`src/rtl/tmul_pkg.sv`:
```
package tmul_pkg;

  // Rows left after one compression layer: each group of three becomes two,
  // a remainder of one or two rows is passed on untouched.
  function automatic int rows_next(input int n);
    return 2 * (n / 3) + (n % 3);
  endfunction

  // Rows present at the input of layer lv, starting from n rows.
  function automatic int rows_at(input int n, input int lv);
    int r;
    r = n;
    for (int k = 0; k < lv; k++) r = rows_next(r);
    return r;
  endfunction

  // Number of layers needed to get down to two rows or fewer.
  function automatic int level_count(input int n);
    int r;
    int c;
    r = n;
    c = 0;
    while (r > 2) begin
      r = rows_next(r);
      c++;
    end
    return c;
  endfunction

  // One full-adder cell.
  function automatic logic fa_sum(input logic x, input logic y, input logic z);
    return x ^ y ^ z;
  endfunction

  function automatic logic fa_carry(input logic x, input logic y, input logic z);
    return (x & y) | (y & z) | (x & z);
  endfunction

endpackage

```
`src/rtl/tmul_pp_array.sv`:
```
module tmul_pp_array #(
  parameter int W = 16
) (
  input  logic [W-1:0]   a_i,
  input  logic [W-1:0]   b_i,
  output logic [W*W-1:0] rows_o
);

  // Term of row r at column c: zero below the row's offset, otherwise
  // the operand bit that lands in this column.
  function automatic logic pp_bit(input logic [W-1:0] a, input logic b, input int c, input int r);
    if (c < r) return 1'b0;
    return a[c-r] & b;
  endfunction

  for (genvar r = 0; r < W; r++) begin : g_row
    for (genvar c = 0; c < W; c++) begin : g_col
      assign rows_o[r*W + c] = pp_bit(a_i, b_i[r], c, r);
    end
  end

endmodule

```
`src/rtl/tmul_csa_level.sv`:
```
module tmul_csa_level #(
  parameter int W    = 16,
  parameter int N_IN = 3,
  localparam int NG    = N_IN / 3,
  localparam int NP    = N_IN % 3,
  localparam int N_OUT = 2 * NG + NP
) (
  input  logic [N_IN*W-1:0]  rows_i,
  output logic [N_OUT*W-1:0] rows_o
);
  import tmul_pkg::*;

  for (genvar g = 0; g < NG; g++) begin : g_grp
    localparam int X0 = (3*g)     * W;
    localparam int Y0 = (3*g + 1) * W;
    localparam int Z0 = (3*g + 2) * W;
    localparam int S0 = (2*g)     * W;
    localparam int C0 = (2*g + 1) * W;

    for (genvar c = 0; c < W; c++) begin : g_sum
      assign rows_o[S0 + c] = fa_sum(rows_i[X0 + c], rows_i[Y0 + c], rows_i[Z0 + c]);
    end

    assign rows_o[C0] = 1'b0;
    // Carry out of column c goes to column c+1; the top column's carry is dropped.
    for (genvar c = 1; c < W; c++) begin : g_cry
      assign rows_o[C0 + c] = fa_carry(rows_i[X0 + c - 1], rows_i[Y0 + c - 1], rows_i[Z0 + c - 1]);
    end
  end

  for (genvar k = 0; k < NP; k++) begin : g_pass
    assign rows_o[(2*NG + k)*W +: W] = rows_i[(3*NG + k)*W +: W];
  end

endmodule

```
`src/rtl/tmul_cpa.sv`:
```
module tmul_cpa #(
  parameter int W = 16
) (
  input  logic [W-1:0] x_i,
  input  logic [W-1:0] y_i,
  output logic [W-1:0] s_o
);

  // Ripple sum modulo 2^W; the final carry out is never produced.
  function automatic logic [W-1:0] add_mod(input logic [W-1:0] x, input logic [W-1:0] y);
    logic [W-1:0] s;
    logic         cy;
    cy = 1'b0;
    for (int c = 0; c < W; c++) begin
      s[c] = x[c] ^ y[c] ^ cy;
      cy   = (x[c] & y[c]) | (cy & (x[c] ^ y[c]));
    end
    return s;
  endfunction

  assign s_o = add_mod(x_i, y_i);

endmodule

```
`src/rtl/tmul_wallace.sv`:
```
module tmul_wallace #(
  parameter int WIDTH = 16
) (
  input  logic [WIDTH-1:0] a_i,
  input  logic [WIDTH-1:0] b_i,
  output logic [WIDTH-1:0] p_o
);
  import tmul_pkg::*;

  localparam int NLEV = level_count(WIDTH);
  localparam int FR   = rows_at(WIDTH, NLEV);

  // Named internal nets, observed by the bound checker.
  logic [WIDTH*WIDTH-1:0] pp_bus;
  logic [FR*WIDTH-1:0]    final_bus;
  logic [WIDTH-1:0]       addend_x;
  logic [WIDTH-1:0]       addend_y;

  tmul_pp_array #(.W(WIDTH)) pp_i (
    .a_i    (a_i),
    .b_i    (b_i),
    .rows_o (pp_bus)
  );

  for (genvar lv = 0; lv < NLEV; lv++) begin : g_lvl
    localparam int RIN  = rows_at(WIDTH, lv);
    localparam int ROUT = rows_next(RIN);
    logic [RIN*WIDTH-1:0]  rin;
    logic [ROUT*WIDTH-1:0] rout;

    if (lv == 0) begin : g_first
      assign rin = pp_bus;
    end else begin : g_chain
      assign rin = g_lvl[lv-1].rout;
    end

    tmul_csa_level #(.W(WIDTH), .N_IN(RIN)) csa_i (
      .rows_i (rin),
      .rows_o (rout)
    );
  end

  if (NLEV == 0) begin : g_nolvl
    assign final_bus = pp_bus;
  end else begin : g_haslvl
    assign final_bus = g_lvl[NLEV-1].rout;
  end

  assign addend_x = final_bus[WIDTH-1:0];
  if (FR == 2) begin : g_two
    assign addend_y = final_bus[2*WIDTH-1:WIDTH];
  end else begin : g_one
    assign addend_y = '0;
  end

  tmul_cpa #(.W(WIDTH)) cpa_i (
    .x_i (addend_x),
    .y_i (addend_y),
    .s_o (p_o)
  );

endmodule

```
`config.mk`:
```
export PLATFORM = sky130hd
export DESIGN_NAME = tmul_wallace
export DESIGN_NICKNAME = d
export VERILOG_FILES = /design/src/rtl/tmul_pkg.sv /design/src/rtl/tmul_pp_array.sv /design/src/rtl/tmul_csa_level.sv /design/src/rtl/tmul_cpa.sv /design/src/rtl/tmul_wallace.sv
export SDC_FILE = /design/constraint.sdc
export NUM_CORES = 1
export LEC_CHECK = 0
export BUFFER_PORTS_ARGS = -buffer_cell sky130_fd_sc_hd__buf_2
export CAP_MARGIN = 20
export CORE_MARGIN = 2
export CORE_UTILIZATION = 65
export DETAILED_ROUTE_END_ITERATION = 12
export PLACE_DENSITY_LB_ADDON = 0.1
export SETUP_SLACK_MARGIN = 0.4
export SKIP_LAST_GASP = 1
export SLEW_MARGIN = 10
export SYNTH_ARGS = -nofsm -noshare
export SYNTH_HDL_FRONTEND = slang
export SYNTH_SLANG_ARGS = --single-unit
export TNS_END_PERCENT = 10
```
`constraint.sdc`:
```
create_clock -name vclk -period 14.9
set_input_delay 1.49 -clock vclk [all_inputs]
set_output_delay 1.49 -clock vclk [all_outputs]
set_load 0.01 [all_outputs]
```
# Word level (Yosys, flattened, before mapping)
# Cells that the tools add are included.
# totals
reg_bits	0
inputBits	32
# op_classes
n_bitwise	848
# op_table
operator	count
$and A1 B1 Y1	432
$xor A1 B1 Y1	243
$or A1 B1 Y1	173

# Depth between registers and ports, before layout
# logic_depth
ltp_word	31
ltp_mapped	28
depth_no_buf	27

# By module
# From an unflattened synthesis, not the netlist that was laid out.
# hier_totals
hier_cells	630
hier_area_um2	7587.3
# by_module_without_submodules
mod	n_inst	cells_each	area_each_um2
tmul_pp_array	1	269	1866.8
tmul_csa_level (g_lvl[0].csa_i)	1	102	1781.7
tmul_csa_level (g_lvl[1].csa_i)	1	84	1238.7
tmul_csa_level (g_lvl[2].csa_i)	1	67	907.1
tmul_csa_level (g_lvl[3].csa_i)	1	35	666.9
tmul_csa_level (g_lvl[4].csa_i)	1	34	455.4
tmul_cpa	1	21	335.3
tmul_csa_level (g_lvl[5].csa_i)	1	18	335.3

# Worst setup path before layout
# No wires, ideal clock.
# synth_timing
path_type	input to output
startpoint	input port a_i[4]
endpoint	output port p_o[15]
arrival_ps	7744
setup_slack_ps	5666
stages	26
n_path_buf	1
cell_sequence	clkbuf_1 and2_1 fa_1 inv_1 fa_1 fa_1 fa_1 inv_1 ha_1 ha_1 ha_1 fa_1 fa_1 inv_1 fa_1 inv_1 fa_1 inv_1 fa_1 fa_1 fa_1 xnor2_1 xnor2_1 xnor2_1 xnor2_1 xnor3_1
# synth_via
elab_chain_len	31
word_cells_on_any_way	415
classes_between	bitwise: 415
# synth_lines
element	line_no	rtl
from (decl)	tmul_wallace.sv:4	input logic [WIDTH-1:0] a_i,
$and A1 B1 Y1	tmul_pp_array.sv:13	return a[c-r] & b;
$and A1 B1 Y1	tmul_pkg.sv:36	return (x & y) | (y & z) | (x & z);
$or A1 B1 Y1 (2 in series)	tmul_pkg.sv:36	
$and A1 B1 Y1	tmul_pkg.sv:36	
$or A1 B1 Y1 (2 in series)	tmul_pkg.sv:36	
$and A1 B1 Y1	tmul_pkg.sv:36	
$or A1 B1 Y1 (2 in series)	tmul_pkg.sv:36	
$and A1 B1 Y1	tmul_pkg.sv:36	
(+12 left out)	--	
$or A1 B1 Y1	tmul_cpa.sv:16	cy = (x[c] & y[c]) | (cy & (x[c] ^ y[c]));
$and A1 B1 Y1	tmul_cpa.sv:16	
$or A1 B1 Y1	tmul_cpa.sv:16	
$and A1 B1 Y1	tmul_cpa.sv:16	
$or A1 B1 Y1	tmul_cpa.sv:16	
$and A1 B1 Y1	tmul_cpa.sv:16	
$or A1 B1 Y1	tmul_cpa.sv:16	
$xor A1 B1 Y1 (*)	tmul_cpa.sv:15	s[c] = x[c] ^ y[c] ^ cy;
to (decl)	tmul_wallace.sv:6	output logic [WIDTH-1:0] p_o
# Every way passes the cells marked *; elsewhere a longest branch is shown, timed or not.

# Worst setup path after layout
# layout_timing
startpoint	input port b_i[0]
endpoint	output port p_o[15]
# layout_via
elab_chain_len	31
word_cells_on_any_way	417
classes_between	bitwise: 417
# layout_lines
element	line_no	rtl
from (decl)	tmul_wallace.sv:5	input logic [WIDTH-1:0] b_i,
$and A1 B1 Y1	tmul_pp_array.sv:13	
$and A1 B1 Y1	tmul_pkg.sv:36	
$or A1 B1 Y1 (2 in series)	tmul_pkg.sv:36	
$and A1 B1 Y1	tmul_pkg.sv:36	
$or A1 B1 Y1 (2 in series)	tmul_pkg.sv:36	
$and A1 B1 Y1	tmul_pkg.sv:36	
$or A1 B1 Y1 (2 in series)	tmul_pkg.sv:36	
$and A1 B1 Y1	tmul_pkg.sv:36	
(+12 left out)	--	
$or A1 B1 Y1	tmul_cpa.sv:16	
$and A1 B1 Y1	tmul_cpa.sv:16	
$or A1 B1 Y1	tmul_cpa.sv:16	
$and A1 B1 Y1	tmul_cpa.sv:16	
$or A1 B1 Y1	tmul_cpa.sv:16	
$and A1 B1 Y1	tmul_cpa.sv:16	
$or A1 B1 Y1	tmul_cpa.sv:16	
$xor A1 B1 Y1 (*)	tmul_cpa.sv:15	
# Marked as above.

==> impl_metrics.py <==
metrics = {
    "sta": {
        "min_period_ns": 9.77,
        "worst_pin_slew_ns": 0.307,
        "period_share": 0.656,
        "finalMaxSlewViolations": 0,
        "fmax_ghz": 0.102,
        "finalSetupViolCount": 0,
        "slew-limit-headroom": 0.796,
        "hold_viol": 0,
        "finalSetupTns_ns": 0,
        "grt_setup_unrepaired": "no",
    },
    "grt": {
        "grt_pass1_vias": 2770,
        "grt_usage": 0.254,
        "grt_overflow": 0,
        "antenna_found_initial": 0,
        "grt_max_degree": 17,
        "grt_pass1_wl_um": 12500,
    },
    "place": {
        "port_buffers": 48,
        "place_congestion": 0.844,
        "hpwl_um": 6160,
    },
    "power_and_ir_drop": {
        "p_leak_nw": 2.05,
        "power_w": 0.000697,
        "pwr_density_cell_nw_per_um2": 177,
        "ir_drop_v": 0.000189,
    },
    "route": {
        "drt_wl_total_um": 7040,
        "avgViaCountPerCell": 5.00,
        "drc": 0,
        "ant_nets": 0,
        "vias": 2526,
        "wl_per_cell_um": 13.9,
        "drt_iter0_drc": 61,
        "firstDrtPassIters": 4,
    },
    "layout": {
        "final_cell_mix": "and2_1, inv_1, fa_1",
        "register_area_um2": 0,
        "nClkBuffers": 0,
        "nFlopsAndLatches": 0,
        "mostFrequentLayoutCell": "and2_1",
        "drive_gt1_frac": 0.115,
        "fill_cells": 459,
        "utilization": 0.721,
        "antennaDiodeCount": 0,
        "syn2layout_area_growth_pct": 7.79,
        "nets": 590,
    },
    "yosys": {
        "synth.distinct_cells": 11,
        "netlist_area_um2": 3660,
        "synthXorXnorAreaFrac": 0.0752,
        "synth-seq-area-share": 0,
        "synth_simple_gate_area_frac": 0.208,
        "synth_fp_nets": 552,
        "ys.warnings.count": 0,
        "synth_mux_area_frac": 0,
        "synth_fa_ha_area_frac": 0.605,
        "avgSynthCellArea_um2": 9.22,
        "syn_inst": 397,
        "synth-compound-area-share": 0,
        "synth_top_family_by_area": "adder cells",
    },
    "setup_path": {
        "crit_fanout": 16,
        "crit_type": "in -> out",
        "critPathArrivalTime_ns": 8.28,
        "cp.required_ns": 13.41,
        "end_kind": "output pin",
        "cp-start-kind": "primary input",
    },
    "floorplan": {
        "dieArea_um2": 6250,
        "die_y_um": 79.0,
        "core_area_um2": 5470,
        "std_cell_rows": 27,
        "die_w_um": 79.0,
        "start_util": 0.669,
        "pin_count": 48,
    },
    "cts": {
        "ctsResizeCount": 0,
        "postCtsSetupBuffers": 0,
        "holdBufCountCts": 0,
    },
    "job": {
        "maxCapViolations": 0,
    },
    "min_path": {
        "hold_class": "in -> out",
        "hold_depth": 3,
        "min_from": "b_i[0]",
        "worstHoldEndpoint": "p_o[0]",
    },
    "run_status": {
        "status": "finished clean",
    },
}
==> synth_stat cells <==
library cell | number | area share
and2_1 | 99 | 0.17
inv_1 | 97 | 0.099
fa_1 | 90 | 0.49
nand2_1 | 36 | 0.037
ha_1 | 33 | 0.11
xnor2_1 | 20 | 0.048
clkbuf_1 | 12 | 0.012
xor2_1 | 7 | 0.017
nand2_2 | 1 | 0.0017
xnor2_2 | 1 | 0.0044
xnor3_1 | 1 | 0.0062
==> kinds of logic (layout without fill, tap and decap cells) <==
family	count (synthesis)	count (layout)
fa+ha+maj	123	123
xor+xnor	29	29
simple gates	136	136
buf+inv	109	145
==> power by group <==
part	internal, W	switching (W)
Clock	0	0
Sequential	0	0
Combinational	0.000331	0.000366
Total	0.000331	0.000366
==> per-layer routing <==
layer	global-route usage	up-vias	part of all wire
met4	0.0207	0	0.0064
met2	0.498	43	0.56
met3	0.00227	4	0.025
met5	0	-	0
met1	0.330	1289	0.41
li1	-	1190	-
==> how the worst max path moves through the flow <==
| stage | start | endpoint | slack (ns) | depth (start not counted) |
|---|---|---|---|---|
| finish | b_i[0] | p_o[15] | 5.13 | 27 |
| global route | b_i[0] | p_o[15] | 4.79 | 27 |
| CTS | b_i[0] | p_o[15] | 5.08 | 27 |
| detailed placement | b_i[0] | p_o[15] | 5.10 | 27 |
| global placement | b_i[0] | p_o[15] | 5.24 | 27 |
| floorplan | a_i[4] | p_o[15] | 5.67 | 26 |
==> stage by stage <==
stage	area [µm²]	hold slack (ns)	setup WS, ns	std cells
after global placement	3950	3.45	5.24	505
after global routing	3950	3.48	4.79	505
after detailed placement	3950	3.45	5.10	505
final	3950	3.45	5.13	505
after floorplan	3660	3.12	5.67	397
after CTS	3950	3.45	5.08	505
==> worst max-delay path, cell delays in order <==
cell and delay, ns:
buf_2 0.18, and2_1 0.18, fa_1 0.53, inv_1 0.05, fa_1 0.50, fa_1 0.51, fa_1 0.54, inv_1 0.04
ha_1 0.28, ha_1 0.28, ha_1 0.17, fa_1 0.21, fa_1 0.19, inv_1 0.05, fa_1 0.35, inv_1 0.07
fa_1 0.15, inv_1 0.05, fa_1 0.38, fa_1 0.38, fa_1 0.42, xnor2_1 0.23, xnor2_1 0.16, xnor2_1 0.16
xnor2_1 0.14, xnor3_1 0.43, buf_2 0.15
==> area by class of cell <==
type                       count  area (µm²)  share of cell area
timing repair buffer          48         240              0.0609
tap                           72        90.1              0.0228
inverter                      97         364              0.0923
multi-input combinational    288        3250               0.824
No activity file was read; power rests on OpenSTA's default activity.
